File: config.mk
export PLATFORM = sky130hd
export DESIGN_NAME = dram_bank_tracker
export DESIGN_NICKNAME = d
export VERILOG_FILES = /design/src/rtl/bnk_pkg.sv /design/src/rtl/bank_slot.sv /design/src/rtl/srx_lockout.sv /design/src/rtl/cmd_judge.sv /design/src/rtl/dram_bank_tracker.sv
export SDC_FILE = /design/constraint.sdc
export NUM_CORES = 1
export LEC_CHECK = 0
export ABC_CLOCK_PERIOD_IN_PS = 3400
export CORE_MARGIN = 2
export CORE_UTILIZATION = 60
export CTS_BUF_LIST = sky130_fd_sc_hd__clkbuf_8
export DETAILED_ROUTE_END_ITERATION = 12
export PLACE_DENSITY = 0.94
export SLEW_MARGIN = 20
export SYNTH_ARGS = -nofsm -noshare
export SYNTH_HDL_FRONTEND = slang
export SYNTH_SLANG_ARGS = --single-unit
File: constraint.sdc
create_clock -name clk -period 3.4 [get_ports clk]
set_input_delay 0.68 -clock clk [delete_from_list [all_inputs] [get_ports clk]]
set_output_delay 0.68 -clock clk [all_outputs]
set_load 0.02 [all_outputs]
File: src/rtl/bnk_pkg.sv
package bnk_pkg;
    localparam int NUM_BANKS = 8;
    localparam int BA_W      = $clog2(NUM_BANKS);

    typedef enum logic [2:0] {
        CMD_NOP = 3'd0,
        CMD_ACT = 3'd1,
        CMD_RD  = 3'd2,
        CMD_WR  = 3'd3,
        CMD_PRE = 3'd4,
        CMD_REF = 3'd5,
        CMD_SRE = 3'd6,
        CMD_SRX = 3'd7
    } cmd_e;

    typedef enum logic [1:0] {
        BK_IDLE,
        BK_OPEN,
        BK_WRAP,
        BK_PRECH
    } bank_st_e;

    typedef enum logic [2:0] {
        ERR_NONE     = 3'd0,
        ERR_NOT_IDLE = 3'd1,
        ERR_NOT_OPEN = 3'd2,
        ERR_TRP      = 3'd3,
        ERR_RD_LOCK  = 3'd4
    } err_e;

    typedef struct packed {
        cmd_e            cmd;
        logic [BA_W-1:0] bank;
        logic            a8;
    } cmd_t;

    function automatic int max_of(input int a, input int b);
        return (a > b) ? a : b;
    endfunction
endpackage

File: src/rtl/bank_slot.sv
module bank_slot
    import bnk_pkg::*;
#(
    parameter int T_RP   = 4,
    parameter int T_WRAP = 3
) (
    input  logic clk,
    input  logic rst,
    input  logic do_act,
    input  logic do_wrap,
    input  logic do_pre,
    output logic open_o,
    output logic ready_o
);
    localparam int CW = $clog2(max_of(T_RP, T_WRAP) + 1);

    bank_st_e        st;
    logic [CW-1:0]   cnt;

    always_ff @(posedge clk) begin
        if (rst) begin
            st  <= BK_IDLE;
            cnt <= '0;
        end else begin
            unique case (st)
                BK_IDLE: begin
                    if (do_act) st <= BK_OPEN;
                end
                BK_OPEN: begin
                    if (do_pre) begin
                        st  <= BK_PRECH;
                        cnt <= CW'(T_RP - 1);
                    end else if (do_wrap) begin
                        st  <= BK_WRAP;
                        cnt <= CW'(T_WRAP - 1);
                    end
                end
                BK_WRAP: begin
                    if (cnt == '0) begin
                        st  <= BK_PRECH;
                        cnt <= CW'(T_RP - 1);
                    end else begin
                        cnt <= cnt - 1'b1;
                    end
                end
                BK_PRECH: begin
                    if (cnt == '0) st <= do_act ? BK_OPEN : BK_IDLE;
                    else           cnt <= cnt - 1'b1;
                end
                default: st <= BK_IDLE;
            endcase
        end
    end

    assign open_o  = (st == BK_OPEN) || ((st == BK_WRAP) && (cnt != '0));
    assign ready_o = (st == BK_IDLE) || ((st == BK_PRECH) && (cnt == '0));
endmodule

File: src/rtl/srx_lockout.sv
module srx_lockout #(
    parameter int T_SRX = 1000
) (
    input  logic clk,
    input  logic rst,
    input  logic start,
    output logic locked_o
);
    localparam int LW = $clog2(T_SRX + 1);

    logic [LW-1:0] left;

    always_ff @(posedge clk) begin
        if (rst)               left <= '0;
        else if (start)        left <= LW'(T_SRX - 1);
        else if (left != '0)   left <= left - 1'b1;
    end

    assign locked_o = (left != '0);
endmodule

File: src/rtl/cmd_judge.sv
module cmd_judge
    import bnk_pkg::*;
(
    input  cmd_t                 c_i,
    input  logic [NUM_BANKS-1:0] open_i,
    input  logic [NUM_BANKS-1:0] ready_i,
    input  logic                 locked_i,
    output err_e                 code_o,
    output logic [NUM_BANKS-1:0] act_go,
    output logic [NUM_BANKS-1:0] wrap_go,
    output logic [NUM_BANKS-1:0] pre_go,
    output logic                 srx_go
);
    logic sel_open, sel_ready, every_ready;
    logic [NUM_BANKS-1:0] sel_mask;

    assign sel_open    = open_i[c_i.bank];
    assign sel_ready   = ready_i[c_i.bank];
    assign every_ready = &ready_i;

    always_comb begin
        sel_mask = '0;
        sel_mask[c_i.bank] = 1'b1;
    end

    always_comb begin
        code_o  = ERR_NONE;
        act_go  = '0;
        wrap_go = '0;
        pre_go  = '0;
        srx_go  = 1'b0;
        unique case (c_i.cmd)
            CMD_ACT: begin
                if (sel_open)        code_o = ERR_NOT_IDLE;
                else if (!sel_ready) code_o = ERR_TRP;
                else                 act_go = sel_mask;
            end
            CMD_RD: begin
                if (locked_i)        code_o = ERR_RD_LOCK;
                else if (!sel_open)  code_o = ERR_NOT_OPEN;
            end
            CMD_WR: begin
                if (!sel_open)       code_o = ERR_NOT_OPEN;
                else if (c_i.a8)     wrap_go = sel_mask;
            end
            CMD_PRE: begin
                pre_go = c_i.a8 ? open_i : (open_i & sel_mask);
            end
            CMD_REF, CMD_SRE: begin
                if (!every_ready)    code_o = ERR_NOT_IDLE;
            end
            CMD_SRX: srx_go = 1'b1;
            default: ;
        endcase
    end
endmodule

File: src/rtl/dram_bank_tracker.sv
module dram_bank_tracker
    import bnk_pkg::*;
#(
    parameter int T_RP   = 4,
    parameter int T_WRAP = 3,
    parameter int T_SRX  = 1000
) (
    input  logic                 clk,
    input  logic                 rst,
    input  logic [2:0]           cmd_i,
    input  logic [BA_W-1:0]      ba_i,
    input  logic                 a8_i,
    output logic                 err_o,
    output logic [2:0]           err_code_o,
    output logic [2:0]           mon_cmd_o,
    output logic [BA_W-1:0]      mon_ba_o,
    output logic                 mon_a8_o,
    output logic [NUM_BANKS-1:0] bank_active_o,
    output logic [NUM_BANKS-1:0] bank_ready_for_act_o,
    output logic                 all_idle_o,
    output logic                 rd_locked_o
);
    cmd_t                 cur, mon_q;
    err_e                 code, code_q;
    logic [NUM_BANKS-1:0] open_v, ready_v, act_go, wrap_go, pre_go;
    logic                 srx_go, locked;

    assign cur.cmd  = cmd_e'(cmd_i);
    assign cur.bank = ba_i;
    assign cur.a8   = a8_i;

    cmd_judge judge_i (
        .c_i      (cur),
        .open_i   (open_v),
        .ready_i  (ready_v),
        .locked_i (locked),
        .code_o   (code),
        .act_go   (act_go),
        .wrap_go  (wrap_go),
        .pre_go   (pre_go),
        .srx_go   (srx_go)
    );

    for (genvar b = 0; b < NUM_BANKS; b++) begin : g_bank
        bank_slot #(.T_RP(T_RP), .T_WRAP(T_WRAP)) slot_i (
            .clk     (clk),
            .rst     (rst),
            .do_act  (act_go[b]),
            .do_wrap (wrap_go[b]),
            .do_pre  (pre_go[b]),
            .open_o  (open_v[b]),
            .ready_o (ready_v[b])
        );
    end

    srx_lockout #(.T_SRX(T_SRX)) lock_i (
        .clk      (clk),
        .rst      (rst),
        .start    (srx_go),
        .locked_o (locked)
    );

    always_ff @(posedge clk) begin
        if (rst) begin
            code_q <= ERR_NONE;
            mon_q  <= '0;
        end else begin
            code_q <= code;
            mon_q  <= cur;
        end
    end

    assign err_o                = (code_q != ERR_NONE);
    assign err_code_o           = code_q;
    assign mon_cmd_o            = mon_q.cmd;
    assign mon_ba_o             = mon_q.bank;
    assign mon_a8_o             = mon_q.a8;
    assign bank_active_o        = open_v;
    assign bank_ready_for_act_o = ready_v;
    assign all_idle_o           = &ready_v;
    assign rd_locked_o          = locked;
endmodule

Word level (Yosys, flattened, before mapping)
Cells that the tools add are included.
Word-level totals
  input port bits: 9
  logic and storage cells: 311
  register bits: 60
Operators by class
  bitwise logic cells: 1
  multiplexer cells: 119
  eq/ne operators: 71
  add/subtract/negate cells: 9
  reduce and logical (&&, ||, !) cells: 87
  magnitude comparators: 2
Operators with widths (number)
  $mux W3: 34
  $mux W2: 42
  $pmux W3 S3: 8
  $mux W8: 8
  $pmux W2 S4: 8
  $reduce_bool A3 Y1: 17
  $eq A2 B2 Y1 const B: 16
  $ne A2 B1 Y1 const B: 16
  $ne A2 B2 Y1 const B: 16
  $reduce_and A4 Y1: 8
  $logic_not A3 Y1: 8
  $ne A3 B3 Y1 const B: 8
  $reduce_and A3 Y1: 8
  $sub A3 B1 Y3 const B: 8
  $mux W10: 2
  $logic_and A1 B1 Y1: 17
  $eq A2 B1 Y1 const B: 8
  $logic_not A2 Y1: 8
  $logic_or A1 B1 Y1: 16
  $mux W1: 13
  $eq A3 B3 Y1 const B: 4
  $pmux W3 S4: 1
  $reduce_bool A10 Y1: 1
  $sub A10 B1 Y10 const B: 1
  10 further kinds: 13

Longest topological paths before layout
  word-level depth: 11
  gate-level depth with buffers: 11
  gate-level depth less buffers: 10

Cells and area by module
A second synthesis with hierarchy kept.
Second synthesis, totals
  cells, all modules: 538
  area total of the unflattened synthesis: 4832.1 sq um
Modules (own cells, without submodules)
  bank_slot: area each 434.2 sq um, cells each 48, times used 8, sequential area each 100.1 sq um
  cmd_judge: area each 568.0 sq um, cells each 73, times used 1, sequential area each 0.0 sq um
  srx_lockout: area each 505.5 sq um, cells each 57, times used 1, sequential area each 200.2 sq um
  dram_bank_tracker: area each 285.3 sq um, cells each 24, times used 1, sequential area each 200.2 sq um

Worst setup path before layout
Ideal clock, no wire load.
  kind: input to register
  start point: input port ba_i[1]
  end point: register g_bank[5].slot_i.st[0]
  slack: 0.546 ns
  path buffers: 0
  arrival: 2.732 ns
  stages: 7
  cell sequence: nor3b_1 o21a_1 a2111o_1 or4b_1 o41a_1 or2_0 o311a_1
Between the ends
  word-level cells in the longest chain between the ends: 10
  elaborated cells between the ends (all ways): 25
RTL lines
  start, declared: line dram_bank_tracker.sv:11  | input logic [BA_W-1:0] ba_i,
  $lt A3 B4 Y1 (implied by the code) / $ge A3 B1 Y1 (equally long branches): line cmd_judge.sv:23  | sel_mask[c_i.bank] = 1'b1;
  $logic_and A1 B1 Y1 (implied by the code): line cmd_judge.sv:23
  $mux W1 (implied by the code): line cmd_judge.sv:23
  $demux W1 S3
  $mux W8: line cmd_judge.sv:35  | else if (!sel_ready) code_o = ERR_TRP;
  $mux W8: line cmd_judge.sv:34  | if (sel_open) code_o = ERR_NOT_IDLE;
  $mux W8: line cmd_judge.sv:32  | unique case (c_i.cmd)
  $mux W1: line bank_slot.sv:47  | if (cnt == '0) st <= do_act ? BK_OPEN : BK_IDLE;
  $mux W2: line bank_slot.sv:47
  $pmux W2 S4: line bank_slot.sv:25  | unique case (st)
  end signal, assigned: line bank_slot.sv:47
  end, declared: line bank_slot.sv:17  | bank_st_e st;
Parallel ways exist; a longest one is shown, timed or not. The select of a mux whose other input is x is not followed.
A chain may end at the register's enable or synchronous reset.

Worst setup path after layout
  start point: input port ba_i[0]
  end point: register g_bank[5].slot_i.st[0]
Same word-level chain as after synthesis.

==> summary.md <==
| Metric | Value |
|---|---|
| Min cycle time layout | `3170 ps` |
| R2R Path End | `g_bank[5].slot_i.st[0]` |
| I/O Pins | `38` |
| DR DRC count | `0` |
| Clk sinks | `60` |
| Worst hold path depth | `2` |
| Post-synth EDFFs | `0` |
| Fin. Hold Viols | `0` |
| Placed cells | `695` |
| Die footprint | `8150 sq um` |
| DP Area | `5000 sq um` |
| Congestion Overflow GR | `0` |
| Max IR drop VDD | `0.000318 V` |
| Synth cell types | `65` |
| Die height | `90.3 microns` |
| Post-synth top flop | `dfxtp_1` |
| Worst stage delay on the critical path | `570 ps` |
| Min-Delay Path Class | `reg2reg` |
| TritonCTS clock tree | `built` |
| WL final | `11.3 mm` |
| Number of global-route vias before repair | `4175` |
| Reg2Reg Launch Point | `g_bank[1].slot_i.cnt[0]` |
| Hold Crit Start | `g_bank[3].slot_i.cnt[1]` |
| FILL cells | `526` |
| R2r setup slk | `290 ps` |
| Sequential area share after synthesis | `26.9%` |
| Worst-case reg-to-reg path depth | `10` |
| Critical path, cell by cell | `clkdlybuf4s50_1 -> buf_4 -> inv_1 -> nor2_1 -> a2111o_1 -> or4b_1 -> o41a_1 -> or2_0 -> o311a_1` |
| Met3 global-route usage | `6.51%` |
| Post-route cell area | `5220 sq um` |
| Post-synthesis net count | `626` |
| Yosys warns | `0` |
| DRT Pass-1 Iters | `5` |
| Final Setup Violations | `0` |
| Initial antenna violation count | `0` |
| Leak Pwr | `2.09 nW` |
| Netlist Area Pre-Place | `4470 sq um` |
| Detail Placement HPWL | `8.32 mm` |
| First-pass GRT wire length | `19.3 mm` |
| Post-synthesis cell count | `562` |
| Cell area power density | `613 nW/um^2` |
| Clk slew on worst S/H paths | `80 ps` |
| Pin count of the biggest net entering global routing | `55` |
| Met1 Resource Use GR | `34.8%` |
| DR iter-0 viols | `409` |
| Critical path class | `in2reg` |
| Starting Density | `61.9%` |
| Routed Antenna Nets | `0` |
| CP Capture Type | `flop` |
| Layer with the highest usage | `met2` |
| Via count | `4360` |
| Worst-path maximum fanout | `8` |
| Slew HR | `60.1%` |
| Std-Cell Core Area | `7210 sq um` |
| Worst-Skew Late Latency | `360 ps` |
| Avg Inst Size Synth | `7.95 sq um` |
| Period utilization | `93.2%` |
| Htree depth | `3` |
| Clock buffer depth | `2` |
| #FFs+latches synth | `60` |
| Actual slew at the worst max-slew pin | `598 ps` |
| Antenna Cells | `0` |
| FMAX | `0.316 GHz` |
| Synth async-reset ratio | `0%` |
| Critical Path AT | `3420 ps` |
| Vias/cell | `6.13` |
| DIE WIDTH | `90.3 microns` |
| Crit start category | `primary input` |
| Area delta synth->final | `16.9%` |
| RD Place Congestion | `0.935` |
| TritonCTS Buffers | `9` |
| Max Slew Vio Count | `0` |
| M2 GR Usage | `49.6%` |
| All-layer global routing usage | `28.7%` |
| Fin nets | `671` |
| Share of layout cells above drive strength 1 | `9.97%` |
| Num rows | `31` |
| RSZ-0062 raised after global routing | `false` |
| Max-cap violations | `0` |
| Routed length per instance | `15.9 microns` |
| Final Non-Filler Cells | `711` |
| Setup Skew | `11.7 ps` |
| Postcts setup bufs | `0` |
| Critical Path RT | `3650 ps` |
| IO buf count | `37` |
| CP max-delay cell | `or4b_1` |
| CTS root buffer | `clkbuf_8` |
| Status | `completed` |
| Hold endpoint | `g_bank[3].slot_i.cnt[1]` |
==> cell usage after synthesis (4+ instances only) <==
cell type	number	share of area [%]
a211oi_1	13	2.2
a21o_1	7	1.2
a21oi_1	41	4.6
a221o_1	4	0.90
a221oi_1	6	1.2
a22oi_1	4	0.67
a311oi_1	4	0.78
a31oi_1	4	0.56
and2_1	4	0.56
buf_4	16	2.7
clkbuf_1	17	1.4
dfxtp_1	60	27
ha_1	55	15
inv_1	65	5.5
mux2i_1	8	1.8
nand2_1	41	3.4
nand2b_1	7	0.98
nand3_1	11	1.2
nand4_1	4	0.56
nor2_1	43	3.6
nor2b_1	12	1.7
nor3_1	12	1.3
nor3b_1	9	1.5
nor4b_1	5	0.98
o211ai_1	7	1.2
o21ai_0	18	2.0
o21ai_1	5	0.56
o31ai_1	10	1.7
or2_2	4	0.56
or3_1	5	0.70
xor2_1	6	1.2
==> registers in the layout (all words and copies together), names as in the netlist <==
name               count
g_bank.slot_i.st      16
lock_i.left           10
mon_cmd_o              3
g_bank.slot_i.cnt     24
mon_a8_o               1
err_code_o             3
mon_ba_o               3
==> where the power goes <==
part / internal [mW] / leakage, nW / switching (mW)
Sequential: 0.834 / 0.490 / 0.107
Clock: 0.340 / 0.0918 / 0.325
Combinational: 0.689 / 1.51 / 0.905
==> per-layer routing <==
layer  vias to the layer above  share of wire [%]
met2                       207                 48
met3                        41                7.8
li1                       2069                  -
met4                         0                2.7
met5                         -                  0
met1                      2043                 41
==> worst max-delay path by stage <==
stage                     cells after the start               startpoint                     end  slack, ps
after detailed placement                     10                  ba_i[0]  g_bank[0].slot_i.st[1]       -140
after floorplan                               7                  ba_i[1]  g_bank[5].slot_i.st[0]        550
after global placement                        9                  ba_i[0]  g_bank[5].slot_i.st[0]        -40
after global routing                         10                  ba_i[0]  g_bank[6].slot_i.st[0]        110
final                                         9                  ba_i[0]  g_bank[5].slot_i.st[0]        230
after CTS                                     9  g_bank[5].slot_i.cnt[0]              all_idle_o         20
==> worst max-delay path: cells and delay by family <==
kind                   cells  cell delay, ps
AO/OA/AOI/OAI              3            1160
buffers and inverters      3             710
AND/OR/NAND/NOR            3             850
==> cell families after synthesis <==
logic type	Yosys count	synth area share [%]
buffers and inverters	101	9.92
AOI/OAI and AO/OA	154	23.9
and+or+nand+nor	175	20.3
adders and majority gates	55	15.4
muxes	8	1.79
xor gates and xnor gates	9	1.76
DFF	60	26.9
==> area by class of cell <==
class | instances | area [sq um] | share of cell area [%]
clock inverters | 7 | 75.1 | 1.44
flip-flops and latches | 60 | 1200 | 23.0
repair buffers | 70 | 616 | 11.8
well taps | 99 | 124 | 2.37
multi-input cells | 401 | 2840 | 54.3
clock buffers | 9 | 124 | 2.37
inverters | 65 | 244 | 4.67
==> per-stage QoR <==
stage          utilization (%)  hold WS [ps]  setup TNS, ps  setup slack [ps]  total power, mW
3_3_place_gp              69.4           454          -50.3             -36.8             2.42
4_1_cts                   72.1           475              0              16.6             3.18
3_5_place_dp              69.4           463           -479              -144             2.50
2_1_floorplan                -           440              0               546             2.05
6_report                  72.4           471              0               233             3.20
5_1_grt                   72.4           493              0               115             3.42
==> cells in the final DEF, fill, tap and decap left out, drive strengths merged, types with 7 or more instances in the layout <==
cell type / synthesis / final
nor3b: 9 / 9
ha: 55 / 55
clkbuf: 17 / 9
o31ai: 11 / 11
buf: 19 / 34
dfxtp: 60 / 60
a221oi: 7 / 7
nand2b: 7 / 7
a21o: 7 / 7
nand3: 11 / 11
nor2b: 12 / 12
a21oi: 41 / 41
inv: 65 / 66
nand2: 41 / 41
clkdlybuf4s50: 0 / 35
a211oi: 13 / 13
o211ai: 7 / 7
o21ai: 23 / 23
mux2i: 8 / 8
nor2: 43 / 43
nor3: 12 / 12
==> timing repair <==
action | 4_1_cts | 5_1_grt
gates resized for setup | 0 | 3
hold buffers | 0 | 0
setup endpoints to repair | 0 | 2
No activity file was read; power rests on OpenSTA's default activity.
